<file path="src/rtl/irq_ctrl_pkg.sv">
package irq_ctrl_pkg;
  localparam int NUM_SRC  = 6;
  localparam int NUM_FLAG = 5;
  localparam int NUM_EXT  = 2;
  localparam int ID_W     = $clog2(NUM_SRC);

  localparam int SRC_EXT0 = 0;
  localparam int SRC_TMR0 = 1;
  localparam int SRC_EXT1 = 2;
  localparam int SRC_TMR1 = 3;
  localparam int SRC_SER  = 4;
  localparam int SRC_TMR2 = 5;

  // flags that a vector acknowledge may clear
  localparam logic [NUM_FLAG-1:0] HW_ACK_CLEAR = 5'b01111;

  localparam int        GLOBAL_BIT = 7;
  localparam logic [7:0] EN_WMASK  = 8'h9F;

  localparam int T2_OVF_BIT = 0;
  localparam int T2_CAP_BIT = 1;
  localparam int T2_EN_BIT  = 2;

  typedef enum logic [1:0] {
    REG_EN   = 2'd0,
    REG_T2   = 2'd1,
    REG_FLAG = 2'd2,
    REG_NONE = 2'd3
  } reg_sel_e;
endpackage

</file>
<file path="src/rtl/irq_edge_det.sv">
module irq_edge_det #(
  parameter int W = 2
) (
  input  logic         clk,
  input  logic         rst,
  input  logic [W-1:0] lvl,
  output logic [W-1:0] rise
);
  logic [W-1:0] prev_q;

  always_ff @(posedge clk) begin
    if (rst) prev_q <= '0;
    else     prev_q <= lvl;
  end

  for (genvar gi = 0; gi < W; gi++) begin : g_rise
    assign rise[gi] = lvl[gi] & ~prev_q[gi];
  end
endmodule

</file>
<file path="src/rtl/irq_flag_bank.sv">
module irq_flag_bank #(
  parameter int NF = 5,
  parameter int DW = 8
) (
  input  logic          clk,
  input  logic          rst,
  input  logic [NF-1:0] hw_set,
  input  logic [NF-1:0] ack_clr,
  input  logic          wr_flag,
  input  logic          wr_t2,
  input  logic [DW-1:0] wdata,
  input  logic          t2_ovf,
  input  logic          t2_cap,
  output logic [NF-1:0] flag_q,
  output logic          tf2_q,
  output logic          exf2_q,
  output logic          t2_req_nxt
);
  import irq_ctrl_pkg::*;

  logic [NF-1:0] flag_d;
  logic          tf2_d, exf2_d;

  for (genvar gi = 0; gi < NF; gi++) begin : g_flag
    // a hardware set outranks both the software write and the acknowledge
    assign flag_d[gi] = hw_set[gi] |
                        (wr_flag ? wdata[gi] : (flag_q[gi] & ~ack_clr[gi]));

    always_ff @(posedge clk) begin
      if (rst) flag_q[gi] <= 1'b0;
      else     flag_q[gi] <= flag_d[gi];
    end
  end

  assign tf2_d  = t2_ovf | (wr_t2 ? wdata[T2_OVF_BIT] : tf2_q);
  assign exf2_d = t2_cap | (wr_t2 ? wdata[T2_CAP_BIT] : exf2_q);

  always_ff @(posedge clk) begin
    if (rst) begin
      tf2_q  <= 1'b0;
      exf2_q <= 1'b0;
    end else begin
      tf2_q  <= tf2_d;
      exf2_q <= exf2_d;
    end
  end

  assign t2_req_nxt = tf2_d | exf2_d;
endmodule

</file>
<file path="src/rtl/irq_prio_enc.sv">
module irq_prio_enc #(
  parameter int N  = 6,
  parameter int IW = 3
) (
  input  logic [N-1:0]  req,
  output logic [IW-1:0] id,
  output logic          any
);
  always_comb begin
    id = '0;
    for (int i = N - 1; i >= 0; i--) begin
      if (req[i]) id = IW'(i);
    end
  end

  assign any = |req;
endmodule

</file>
<file path="src/rtl/irq_flag_ctrl.sv">
module irq_flag_ctrl #(
  parameter int DATA_W = 8,
  parameter int ADDR_W = 2
) (
  input  logic                           clk,
  input  logic                           rst,
  input  logic [irq_ctrl_pkg::NUM_EXT-1:0] ext_in,
  input  logic                           t0_ovf,
  input  logic                           t1_ovf,
  input  logic                           t2_ovf,
  input  logic                           t2_cap,
  input  logic                           ser_evt,
  input  logic                           ack,
  input  logic                           wr_en,
  input  logic [ADDR_W-1:0]              addr,
  input  logic [DATA_W-1:0]              wdata,
  output logic [DATA_W-1:0]              rdata,
  output logic [irq_ctrl_pkg::NUM_SRC-1:0] pend,
  output logic                           irq,
  output logic [irq_ctrl_pkg::ID_W-1:0]  irq_id
);
  import irq_ctrl_pkg::*;

  logic [DATA_W-1:0]   en_q;
  logic                t2en_q;
  logic [NUM_EXT-1:0]  ext_rise;
  logic [NUM_FLAG-1:0] hw_set, ack_clr, flag_q;
  logic                tf2_q, exf2_q, t2_req_nxt;
  logic                wr_enreg, wr_t2, wr_flag;
  logic [NUM_SRC-1:0]  pend_d;
  logic [ID_W-1:0]     id_d;
  logic                any_d;
  logic                glob;
  logic [DATA_W-1:0]   rd_mux;

  assign wr_enreg = wr_en && (addr == ADDR_W'(REG_EN));
  assign wr_t2    = wr_en && (addr == ADDR_W'(REG_T2));
  assign wr_flag  = wr_en && (addr == ADDR_W'(REG_FLAG));
  assign glob     = en_q[GLOBAL_BIT];

  irq_edge_det #(.W(NUM_EXT)) u_edge (
    .clk (clk),
    .rst (rst),
    .lvl (ext_in),
    .rise(ext_rise)
  );

  assign hw_set[SRC_EXT0] = ext_rise[0];
  assign hw_set[SRC_TMR0] = t0_ovf;
  assign hw_set[SRC_EXT1] = ext_rise[1];
  assign hw_set[SRC_TMR1] = t1_ovf;
  assign hw_set[SRC_SER]  = ser_evt;

  for (genvar gi = 0; gi < NUM_FLAG; gi++) begin : g_ack
    if (HW_ACK_CLEAR[gi]) begin : g_clr
      assign ack_clr[gi] = ack && irq && (irq_id == ID_W'(gi));
    end else begin : g_keep
      assign ack_clr[gi] = 1'b0;
    end
  end

  irq_flag_bank #(.NF(NUM_FLAG), .DW(DATA_W)) u_bank (
    .clk       (clk),
    .rst       (rst),
    .hw_set    (hw_set),
    .ack_clr   (ack_clr),
    .wr_flag   (wr_flag),
    .wr_t2     (wr_t2),
    .wdata     (wdata),
    .t2_ovf    (t2_ovf),
    .t2_cap    (t2_cap),
    .flag_q    (flag_q),
    .tf2_q     (tf2_q),
    .exf2_q    (exf2_q),
    .t2_req_nxt(t2_req_nxt)
  );

  always_ff @(posedge clk) begin
    if (rst) begin
      en_q   <= '0;
      t2en_q <= 1'b0;
    end else begin
      if (wr_enreg) en_q   <= wdata & DATA_W'(EN_WMASK);
      if (wr_t2)    t2en_q <= wdata[T2_EN_BIT];
    end
  end

  // timer 0/1, serial, external: registered flags -> one extra cycle
  for (genvar gi = 0; gi < NUM_FLAG; gi++) begin : g_pend
    assign pend_d[gi] = flag_q[gi] & ~ack_clr[gi] & en_q[gi] & glob;
  end
  // timer 2: sampled from the flag's next value in the event cycle
  assign pend_d[SRC_TMR2] = t2_req_nxt & t2en_q & glob;

  irq_prio_enc #(.N(NUM_SRC), .IW(ID_W)) u_prio (
    .req(pend_d),
    .id (id_d),
    .any(any_d)
  );

  always_comb begin
    rd_mux = '0;
    case (addr)
      ADDR_W'(REG_EN): rd_mux = en_q;
      ADDR_W'(REG_T2): begin
        rd_mux[T2_OVF_BIT] = tf2_q;
        rd_mux[T2_CAP_BIT] = exf2_q;
        rd_mux[T2_EN_BIT]  = t2en_q;
      end
      ADDR_W'(REG_FLAG): rd_mux[NUM_FLAG-1:0] = flag_q;
      default: rd_mux = '0;
    endcase
  end

  always_ff @(posedge clk) begin
    if (rst) begin
      pend   <= '0;
      irq    <= 1'b0;
      irq_id <= '0;
      rdata  <= '0;
    end else begin
      pend   <= pend_d;
      irq    <= any_d;
      irq_id <= id_d;
      rdata  <= rd_mux;
    end
  end
endmodule

</file>
<file path="config.mk">
export PLATFORM = sky130hd
export DESIGN_NAME = irq_flag_ctrl
export DESIGN_NICKNAME = d
export VERILOG_FILES = /design/src/rtl/irq_ctrl_pkg.sv /design/src/rtl/irq_edge_det.sv /design/src/rtl/irq_flag_bank.sv /design/src/rtl/irq_prio_enc.sv /design/src/rtl/irq_flag_ctrl.sv
export SDC_FILE = /design/constraint.sdc
export NUM_CORES = 1
export LEC_CHECK = 0
export ABC_CLOCK_PERIOD_IN_PS = 1700
export BUFFER_PORTS_ARGS = -buffer_cell sky130_fd_sc_hd__buf_4
export CELL_PAD_IN_SITES_DETAIL_PLACEMENT = 0
export CELL_PAD_IN_SITES_GLOBAL_PLACEMENT = 2
export CORE_ASPECT_RATIO = 0.9
export CORE_MARGIN = 4
export CORE_UTILIZATION = 30
export DETAILED_ROUTE_END_ITERATION = 16
export HOLD_SLACK_MARGIN = 0.05
export PLACE_DENSITY_LB_ADDON = 0.1
export SLEW_MARGIN = 20
export SYNTH_ARGS = -nofsm -noshare
export SYNTH_HDL_FRONTEND = slang
export SYNTH_SLANG_ARGS = --single-unit
</file>
<file path="constraint.sdc">
create_clock -name clk -period 1.7 [get_ports clk]
set_input_delay 0.17 -clock clk [delete_from_list [all_inputs] [get_ports clk]]
set_output_delay 0.17 -clock clk [all_outputs]
set_load 0.01 [all_outputs]
</file>
### Word level (Yosys, flattened, before mapping)

Cells that the tools add are included.

| storage, ports and cells | value |
|---|---|
| register bits | 32 |
| output and inout port bits | 18 |

| cells by class | value |
|---|---|
| equal/unequal tests | 5 |
| multiplexer cells | 14 |
| bitwise logic cells | 33 |
| reduce and logical (&&, ||, !) cells | 15 |

Operators by type and width:

| kind | number |
|---|---|
| $and 1x1->1 | 18 |
| $pmux 3 s3 | 1 |
| $logic_and 1x1->1 | 8 |
| $mux 1 | 8 |
| $or 1x1->1 | 8 |
| $not 1->1 | 7 |
| $eq 3x2->1 const B | 2 |
| $mux 3 | 2 |
| $reduce_or 6->1 | 1 |
| $reduce_or 5->1 | 1 |
| $mux 2 | 2 |
| $pmux 2 s2 | 1 |
| $reduce_or 2->1 | 2 |
| $eq 3x1->1 const B | 1 |
| $logic_not 3->1 | 1 |
| $reduce_or 3->1 | 1 |
| $eq 2x1->1 const B | 1 |
| $eq 2x2->1 const B | 1 |
| $logic_not 2->1 | 1 |

### Depth between registers and ports, before layout

Gate-level depths: netlist of run 1.

| depth | value |
|---|---|
| depth in word-level cells | 12 |
| gate-level depth with buffers | 5 |
| depth with buffers taken out | 4 |

### Modules after synthesis

Synthesis of run 1 repeated with hierarchy kept, for this count alone.

| second synthesis, totals | value |
|---|---|
| cells, all modules | 137 |
| area total of the unflattened synthesis | 1321.3 um2 |

By module, submodules not included:

| module | times used | cells each | area each (um2) | sequential area each (um2) |
|---|---|---|---|---|
| irq_flag_ctrl | 1 | 91 | 909.6 | 460.4 |
| irq_flag_bank | 1 | 30 | 289.0 | 140.1 |
| irq_edge_det | 1 | 6 | 70.1 | 40.0 |
| irq_prio_enc | 1 | 10 | 52.6 | 0.0 |

### Worst setup path after synthesis of run 1

No wires, ideal clock.

| path | value |
|---|---|
| path type | flip-flop to flip-flop |
| start | register irq_id[2] in the netlist's numbering |
| end | register irq_id[2] in the netlist's numbering |
| library setup time | 0.079 ns |
| data arrival time | 1.249 ns |
| path slack | 0.372 ns |
| cell stages (with the launch flop) | 5 |
| period minus slack after synthesis | 1.328 ns |
| cell sequence | dfxtp_1 and4bb_4 a21oi_2 or3_1 a211oi_2 |

| between the ends | value |
|---|---|
| longest elaborated chain between the ends | 7 |
| elaborated cells on any way between the ends | 25 |
| those cells by class | eq/ne: 3; bitwise: 16; reduce/logical: 6 |

Ends and longest elaborated chain:

| item | line | text |
|---|---|---|
| start: declaration | irq_flag_ctrl.sv:20 | `output logic [irq_ctrl_pkg::ID_W-1:0] irq_id` |
| start signal: assignment | irq_flag_ctrl.sv:124 | `irq_id <= id_d;` |
| $eq 3x1->1, or another cell as far along | irq_flag_ctrl.sv:56 | `assign ack_clr[gi] = ack && irq && (irq_id == ID_W'(gi));` |
| $logic_and 1x1->1 | irq_flag_ctrl.sv:56 |  |
| $not 1->1 | irq_flag_ctrl.sv:90 | `assign pend_d[gi] = flag_q[gi] & ~ack_clr[gi] & en_q[gi] & glob;` |
| $and 1x1->1 (3 in series) | irq_flag_ctrl.sv:90 |  |
| $reduce_or 5->1 (no source line) * | -- |  |

Every way passes the cells marked *; elsewhere a longest branch is shown, timed or not.
A chain may end at the register's enable or synchronous reset.

### Worst setup path after layout of run 1

| path | value |
|---|---|
| start | register irq_id[1] in the netlist's numbering |
| end | register irq_id[2] in the netlist's numbering |

Same word-level chain as after synthesis.

==> impl_metrics.tcl, run 1 <==
set metrics [dict create \
    drt-initial-drc-count 40 \
    preCtsSetupSlack_ns 0.280 \
    die_y_um 71.7 \
    layout.nets 195 \
    count_of_buffer_and_inverter_cells_on_the_critical_path 0 \
    maxCapViolations 0 \
    fp.coreArea_um2 4210 \
    dieWidth_um 78.7 \
    cts.htree.levels 2 \
    place_hpwl_um 2480 \
    cts.sink_count 32 \
    pwr_density_cell_nw_per_um2 891 \
    cts_setup_buffers 0 \
    gp_congestion 0.740 \
    routed-via-count 1127 \
    number_of_global_route_vias_before_repair 1131 \
    clk_root_buf "clkbuf_8" \
    timing_hold_violations_final 0 \
    route.final.wire_length_um 3300 \
    postCtsHoldBufs 0 \
    worst_setup_path_start_kind "register" \
    max_stage_delay_ns 0.38 \
    critPathCaptureType "register" \
    post_cts_resize_count 0 \
    post_synth_inst_count 138 \
    count_of_flip_flops_with_a_built_in_enable_after_synthesis 0 \
    grt_overflow 0 \
    crit_type "register to register" \
    path_max_fanout 5 \
    final_cell_mix "35 x buf_4, 32 x dfxtp_1, 22 x nor2_1" \
    synth_top_cell_area_share_pct 47.4 \
    synth_cell_type_count 35 \
    setup_ws_ns 0.257 \
    synth.yosys.warnings 0 \
    worst_ir_drop_vdd_mv 0.449 \
    ys_seq_elements 32 \
    grt_setup_unrepaired "no" \
    reported_leakage_power_nw 0.709 \
    worstMarginPinSlew_ns 0.515 \
    timing.final.crit_share_pct 84.9 \
    finalMaxSlewViolations 0 \
    required_ns 1.90 \
    drive_gt1_share_pct 29.7 \
    final.min_clock_period_ns 1.44 \
    i_o_pin_total 39 \
    layout.cells.most_common "buf_4" \
    num-fill-cells 440 \
    power_mw 1.55 \
    synth.area.top_cells "dfxtp_1 47%, mux2i_1 8.9%, nor2_1 6.1%, a21oi_1 3.7%, nor2b_1 3.2%" \
    top_flip_flop_cell_by_instance_count_after_synthesis "dfxtp_1" \
    critical_path.cell_chain "and4bb_4 -> a31oi_1 -> or3_1 -> a211oi_2" \
    synth_area_leader_cell "dfxtp_1" \
    synth_seq_area_share_pct 47.4 \
    clk_latency_ns 0.28 \
    layoutNonFillerInstCount 235 \
    initial_antenna_violation_count 0 \
    detail-route-antenna-nets 0 \
    synth_area_per_cell_um2 9.79 \
    drt-pass1-iter-count 5 \
    antenna-diode-count 0 \
    tritoncts "done" \
    flow.area_growth_from_synthesis_pct 28.3 \
    wl_per_cell_um 14.0 \
    grt_first_pass_wirelength_um 5420 \
    clock-skew-final_ns 0.0108 \
    place.detailed.instances 227 \
    relSlewSlack_pct 65.6 \
    fp.dieArea_um2 5640 \
    placement_rows 22 \
    gr-usage-all-layers_pct 12.5 \
    outcome "completed" \
    port_buffer_cells 34 \
    min_path_type "input pin to register" \
    worst-endpoint-arrival_ns 1.64 \
    cts.clk_slew.worst_paths_ns 0.07 \
    grt_start_max_net_pins 24 \
    remaining_drc_errors 0 \
    finalSetupViolCount 0 \
    final.setup.tns_ns 0 \
    routed_via_count_divided_by_cell_count 4.80 \
    floorplan.initialDensity_pct 32.1 \
    synth-async-reset-ratio_pct 0 \
    fmaxAchievable_mhz 693 \
    critPathSlowestCell "or3_1" \
    synthesis.area_um2 1350 \
    cts_inserted_buffers 5 \
    critical-path-top-delay-family "simple AND/OR/NAND/NOR gates" \
    cts.path.max_buffers 2 \
]
==> registers in the layout, summed over array words and instances (netlist names) <==
signal	cells
u_bank.tf2_q	1
u_bank.flag_q	5
u_bank.exf2_q	1
u_edge.prev_q	2
irq_id	3
pend	6
rdata	6
irq	1
en_q	6
t2en_q	1
==> Yosys cell counts (3+ instances only) <==
cell type / number
dfxtp_1: 32
nor2_1: 22
mux2i_1: 12
nand2_1: 11
a21oi_1: 10
nor2b_1: 7
and4b_1: 3
buf_4: 3
nand3_1: 3
==> logic make-up after synthesis <==
family	after synthesis	share of synthesized area, %
DFF	32	47.4
buffers and inverters	9	4.44
AOI/OAI and AO/OA	25	14.0
muxes	12	8.89
and+or+nand+nor	59	25.0
other	1	0.278
==> path summary, 6_finish.rpt <==
kind / start / to / slack, ns / depth (start not counted)
min reg2reg: u_bank.flag_q[4] / u_bank.flag_q[4] / 0.50 / 2
min: ext_in[0] / u_edge.prev_q[0] / 0.11 / 2
max: irq_id[1] / irq_id[2] / 0.26 / 4
max reg2reg: irq_id[1] / irq_id[2] / 0.26 / 4
==> stage by stage <==
stage | util, % | hold WS, ns | instance area [um2]
floorplan | - | 0.242 | 1360
global placement | 38.9 | 0.382 | 1640
detailed placement | 38.9 | 0.389 | 1640
CTS | 41.2 | 0.102 | 1730
global route | 41.2 | 0.118 | 1730
finish | 41.2 | 0.107 | 1730
==> where the power goes <==
| part | total, mW | switching (mW) | internal [mW] | leakage (nW) |
|---|---|---|---|---|
| Sequential | 0.795 | 0.0188 | 0.776 | 0.261 |
| Combinational | 0.151 | 0.0773 | 0.0733 | 0.403 |
| Clock | 0.600 | 0.271 | 0.329 | 0.0445 |
==> per-layer routing <==
layer,vias up,global-route usage [%],routed length (um)
met1,530,15.7,1530
met5,-,0,0
met3,7,4.27,214
met4,0,5.44,58
li1,552,-,-
met2,38,19.2,1490
==> final cells by class <==
cell class                 count  area, um2  share of cell area, %
clock buffer                   7       86.3                   4.98
multi-input combinational     98        654                   37.7
sequential                    32        641                   36.9
timing repair buffer          35        263                   15.2
clock inverter                 1       7.51                  0.433
inverter                       2       7.51                  0.433
tap                           60       75.1                   4.33
(Power assumes the default switching activity.)
==> run 2: changes to the inputs <==
- ABC_CLOCK_PERIOD_IN_PS: 1700 -> 1300
- CORE_UTILIZATION: 30 -> 27
- clock period: 1.7 -> 1.3 ns (I/O delays scaled with it)
==> run 2 against run 1 <==
Net effect:
- the run now ends with negative setup slack left
- global-route usage down 0.15 points
- core utilization fell by 0.36 points
- design area is 14% higher
- worst hold slack got worse by 0.045 ns
- sequential power rose by 31%
- critical path type unchanged
- largest cell class unchanged
- highest routed layer unchanged
==> impl_metrics.tcl, run 2 (synthesized netlist as in run 1, its figures left out) <==
set metrics [dict create \
    reported_leakage_power_nw 0.844 \
    dieWidth_um 82.6 \
    place.detailed.instances 250 \
    route.final.wire_length_um 3460 \
    num-fill-cells 494 \
    grt_first_pass_wirelength_um 5580 \
    routed-via-count 1185 \
    final.min_clock_period_ns 1.36 \
    port_buffer_cells 34 \
    cts.clk_slew.worst_paths_ns 0.07 \
    finalMaxSlewViolations 0 \
    maxCapViolations 0 \
    remaining_drc_errors 0 \
    critPathCaptureType "register" \
    worst-endpoint-arrival_ns 1.56 \
    clk_latency_ns 0.28 \
    grt_busiest_layer "met2" \
    power.share.clock_pct 45.1 \
    timing_hold_violations_final 0 \
    grt_setup_unrepaired "yes" \
    post_dp_cell_area_um2 1810 \
    outcome "finished with violations" \
    drt-pass1-iter-count 4 \
    setup_ws_ns -0.0648 \
    drt-initial-drc-count 30 \
    wl_per_cell_um 13.3 \
    seqPwrFrac_pct 44.8 \
    cellInternalPower_mw 1.82 \
    power_dissipated_by_switching_net_loads_uw 499 \
    fin_hold_ws_ns 0.0622 \
    met3_usage_pct 3.71 \
    grt_use_met2_pct 18.8 \
    worst_ir_drop_vdd_mv 0.450 \
    cts_inserted_buffers 5 \
    min_path_type "input pin to register" \
    floorplan.initialDensity_pct 28.0 \
    gp_congestion 0.724 \
    cts.sink_count 32 \
    cts.path.max_buffers 2 \
    crit_type "register to register" \
    multi_input_area_um2 668 \
    power_switching_share_pct 21.5 \
    pwr_density_cell_nw_per_um2 1170 \
    layout.cell_area.non_filler_um2 1970 \
    violations "negative setup slack" \
    layout.cells.most_common "buf_4" \
    antenna-diode-count 0 \
    number_of_global_route_vias_before_repair 1126 \
    power_frac_comb_pct 10.1 \
    drive_gt1_share_pct 39.3 \
    grt_use_met1_pct 15.9 \
    tritoncts "done" \
    cts.htree.levels 2 \
    flow.area_growth_from_synthesis_pct 46.0 \
    worst_setup_path_start_kind "register" \
    register_cell_area_after_layout_um2 642 \
    grt_overflow 0 \
    fp.dieArea_um2 6200 \
    required_ns 1.50 \
    finalSetupViolCount 5 \
    i_o_pin_total 39 \
    biggestRegsByFlops "en_q x6, pend x6, rdata x6" \
    fmaxAchievable_mhz 733 \
    final.setup.tns_ns -0.160 \
    timing.final.crit_share_pct 105 \
    gr-usage-all-layers_pct 12.3 \
    place_hpwl_um 2730 \
    die_y_um 75.1 \
    final_cell_mix "53 x buf_4, 31 x dfxtp_1, 22 x nor2_1" \
    power_mw 2.32 \
    initial_antenna_violation_count 0 \
    detail-route-antenna-nets 0 \
    layout.nets 216 \
    clock-skew-final_ns 0.00732 \
    fp.coreArea_um2 4830 \
    layoutNonFillerInstCount 261 \
    placement_rows 24 \
    grt_start_max_net_pins 23 \
    routed_via_count_divided_by_cell_count 4.54 \
    path_max_fanout 5 \
    clk_root_buf "clkbuf_8" \
]
[run 2: changes by cell type in the layout (fill, tap and decap cells not counted), sizes merged]
cell,delta
clkinvlp,-1
dlygate4sd3,+1
bufinv,+1
buf,+20
[run 2: per-layer routing]
metal | vias to the layer above | wire length [um]
li1 | 603 | -
met1 | 538 | 1600
met2 | 35 | 1560
met3 | 9 | 214
met4 | 0 | 91
met5 | - | 0
[run 2: through the flow]
| step | worst slack (ns) | utilization [%] |
|---|---|---|
| final | -0.0648 | 40.8 |
| after CTS | -0.0577 | 40.7 |
| after global placement | -0.0368 | 37.4 |
| after global routing | -0.141 | 40.8 |
| after detailed placement | -0.0509 | 37.4 |
| after floorplan | -0.0232 | - |
[run 2: repair_timing]
item | 4_1_cts | 5_1_grt
hold buffers | 1 | 0
resized for setup | 3 | 0
pin swaps | 1 | 0
hold endpoints to repair | 1 | 0
setup endpoints to repair | 4 | 5
buffers inserted | 1 | 1
[run 2: final cells by class]
cell class	instances	share of cell area (%)
Clock buffer	7	4.88
Sequential cell	32	32.5
Timing Repair Buffer	56	22.7
Clock inverter	1	1.52
Inverter	2	0.380
Multi-Input combinational cell	98	33.9
Tap cell	65	4.12
[run 2: power groups by stage]
stage	clock [mW]	combinational [mW]	sequential [mW]
floorplan	0	0.118	1.06
detailed placement	0	0.232	1.06
finish	1.04	0.234	1.04
global placement	0	0.230	1.06
global route	1.11	0.259	1.04
CTS	1.07	0.237	1.04
[run 2: final timing paths]
check / startpoint / to / slack (ns) / depth (start not counted)
setup / recovery: irq_id[2] / irq_id[0] / -0.06 / 4
hold / removal: ext_in[1] / u_edge.prev_q[1] / 0.06 / 2
setup reg to reg: irq_id[2] / irq_id[0] / -0.06 / 4
hold reg to reg: u_bank.flag_q[0] / u_bank.flag_q[0] / 0.49 / 2
[run 2: worst max-delay path: stages (launching register included)]
cell and delay (ns):
dfxtp_1 0.33, nand4b_1 0.26, o211ai_4 0.28, o2111ai_1 0.16, a311oi_1 0.25
==> run 3: changes to the inputs <==
- SYNTH_HIERARCHICAL: default -> 1
==> run 3 against run 2 <==
Net effect:
- the run still ends with negative setup slack left
- power decreased by 11%
- final cell count increased by 3.8%
- synthesized cell count down 0.72%
- clock skew is 0.0019 ns lower
- die area is 2.0% lower
- count of clock-buffer cells in the layout grew 1
- design area is 7.2% higher
- critical path depth rose by 2
- via count up 3.0%
- clock power shrank 25%
- fmax is 28% lower
- critical path type unchanged
==> impl_metrics.tcl, run 3 <==
set metrics [dict create \
    outcome "finished with violations" \
    violations "negative setup slack" \
    synth.area.top_cells "dfxtp_1 48%, mux2i_1 8.3%, a21oi_1 4.5%, nor2b_1 4.3%, nor2_1 3.4%" \
    wl_per_cell_um 13.0 \
    dieWidth_um 81.7 \
    drive_gt1_share_pct 47.4 \
    pwr_density_cell_nw_per_um2 971 \
    drt-initial-drc-count 23 \
    synth_area_per_cell_um2 9.64 \
    cts_inserted_buffers 5 \
    port_buffer_cells 34 \
    seqPwrFrac_pct 50.1 \
    floorplan.initialDensity_pct 28.7 \
    power_dissipated_by_switching_net_loads_uw 474 \
    clock-skew-final_ns 0.00538 \
    top_flip_flop_cell_by_instance_count_after_synthesis "dfxtp_1" \
    final.min_clock_period_ns 1.89 \
    crit_type "register to register" \
    finalMaxSlewViolations 0 \
    num-fill-cells 464 \
    gp_congestion 0.787 \
    synth.yosys.warnings 6 \
    grt_setup_unrepaired "yes" \
    cts.path.max_buffers 2 \
    initial_antenna_violation_count 0 \
    grt_start_max_net_pins 18 \
    final.setup.tns_ns -1.65 \
    cts.sink_count 32 \
    path_max_fanout 4 \
    critPathCaptureType "register" \
    count_of_flip_flops_with_a_built_in_enable_after_synthesis 0 \
    i_o_pin_total 39 \
    grt_overflow 0 \
    routed_via_count_divided_by_cell_count 4.51 \
    detail-route-antenna-nets 0 \
    required_ns 1.47 \
    register_cell_area_after_layout_um2 651 \
    cts.clk_slew.worst_paths_ns 0.07 \
    place_hpwl_um 2580 \
    critical_path.cell_chain "nand2_8 -> and4bb_2 -> nor3b_4 -> or4_4 -> or3_1 -> nor2b_1" \
    synth-async-reset-ratio_pct 0 \
    synth_area_leader_cell "dfxtp_1" \
    synth_cell_type_count 33 \
    post_synth_most_frequent_cells "32 x dfxtp_1, 12 x a21oi_1, 12 x nor2_1, 11 x mux2i_1, 9 x nor2b_1" \
    biggestRegsByFlops "en_q x6, pend x6, rdata x6" \
    power_frac_comb_pct 11.7 \
    power.share.clock_pct 38.1 \
    min_path_type "input pin to register" \
    synthesis.area_um2 1320 \
    timing.final.crit_share_pct 145 \
    final_cell_mix "66 x buf_4, 28 x dfxtp_1, 11 x a21oi_1" \
    setup_ws_ns -0.591 \
    critPathSlowestCell "or4_4" \
    routed-via-count 1221 \
    power_switching_share_pct 23.1 \
    yosysMostFrequentCell "dfxtp_1" \
    clk_root_buf "clkbuf_8" \
    cellInternalPower_mw 1.58 \
    drt-pass1-iter-count 4 \
    number_of_global_route_vias_before_repair 1295 \
    antenna-diode-count 0 \
    postCtsHoldBufs 0 \
    fp.dieArea_um2 6080 \
    fp.coreArea_um2 4600 \
    remaining_drc_errors 0 \
    cts.htree.levels 2 \
    gr-usage-all-layers_pct 12.9 \
    route.final.wire_length_um 3520 \
    maxCapViolations 0 \
    layout.cells.most_common "buf_4" \
    die_y_um 74.4 \
    placement_rows 23 \
    max_stage_delay_ns 0.49 \
    flow.area_growth_from_synthesis_pct 60.1 \
    clk_latency_ns 0.28 \
    synth_top_cell_area_share_pct 48.5 \
    fin_hold_ws_ns 0.0759 \
    worst-endpoint-arrival_ns 2.06 \
    post_synth_inst_count 137 \
    layout.nets 229 \
    synth_seq_area_share_pct 48.5 \
    ys_seq_elements 32 \
    tritoncts "done" \
    grt_first_pass_wirelength_um 5930 \
    worst_setup_path_start_kind "register" \
    finalSetupViolCount 6 \
    reported_leakage_power_nw 0.897 \
    worst_ir_drop_vdd_mv 0.551 \
    fmaxAchievable_mhz 529 \
    timing_hold_violations_final 0 \
    multi_input_area_um2 748 \
]
run 3: cell types whose count changed after synthesis, sizes merged, moves of 3 or more:
cell and delta:
nor2 -10, nor3 +6, nand2 -5, or3b +5, nor3b +4, and4b -3
nor2b +3
run 3: worst paths after layout:
check,end,slack (ns),startpoint,depth (start not counted)
setup / recovery,irq,-0.59,irq,6
hold / removal,u_edge/prev_q[0],0.08,ext_in[0],2
setup reg to reg,irq,-0.59,irq,6
hold reg to reg,rdata[0],0.48,u_bank/tf2_q,2
run 3: stage by stage:
stage / power, mW / setup slack, ns / utilization [%] / cells / instance area, um2
after global placement: 1.29 / -0.603 / 41.8 / 259 / 1920
after CTS: 2.09 / -0.598 / 44.7 / 269 / 2060
after global routing: 2.17 / -0.646 / 46.0 / 271 / 2120
final: 2.05 / -0.591 / 46.0 / 271 / 2120
after floorplan: 1.16 / -0.578 / - / 139 / 1390
after detailed placement: 1.29 / -0.637 / 41.8 / 259 / 1920
run 3: cell type report:
class                   instances  share of cell area, %
flip-flops and latches         32                   30.8
well taps                      62                   3.67
multi-input cells              97                   35.4
inverters                       3                  0.532
clock buffers                   8                   4.26
repair buffers                 69                   25.4
run 3: repair_timing:
action	CTS	global route
resized for setup	6	11
endpoints found under the setup margin	5	6
gates cloned	0	0
setup buffers	2	2
pin swaps	8	1
run 3: worst max-delay path, delay by kind of cell (launching register included):
kind | cells | cell delay [ns]
simple gates | 6 | 1.42
flops | 1 | 0.38
run 3: power groups by stage:
stage | clock, mW | sequential, mW | combinational, mW
5_1_grt | 0.870 | 1.03 | 0.268
3_5_place_dp | 0 | 1.05 | 0.235
6_report | 0.783 | 1.03 | 0.241
3_3_place_gp | 0 | 1.05 | 0.234
4_1_cts | 0.821 | 1.03 | 0.237
2_1_floorplan | 0 | 1.05 | 0.105
run 3: logic make-up after synthesis:
kind of cell	share of synthesized area (%)
mux	8.33
buf+inv	4.45
simple gates	30.0
compound gates	8.43
flops	48.5
other cells	0.284
run 3: per-layer routing:
layer | GRT usage, % | routed length, um
met3 | 3.39 | 181
met5 | 0 | 0
met1 | 16.5 | 1580
met4 | 4.98 | 57
met2 | 20.7 | 1710
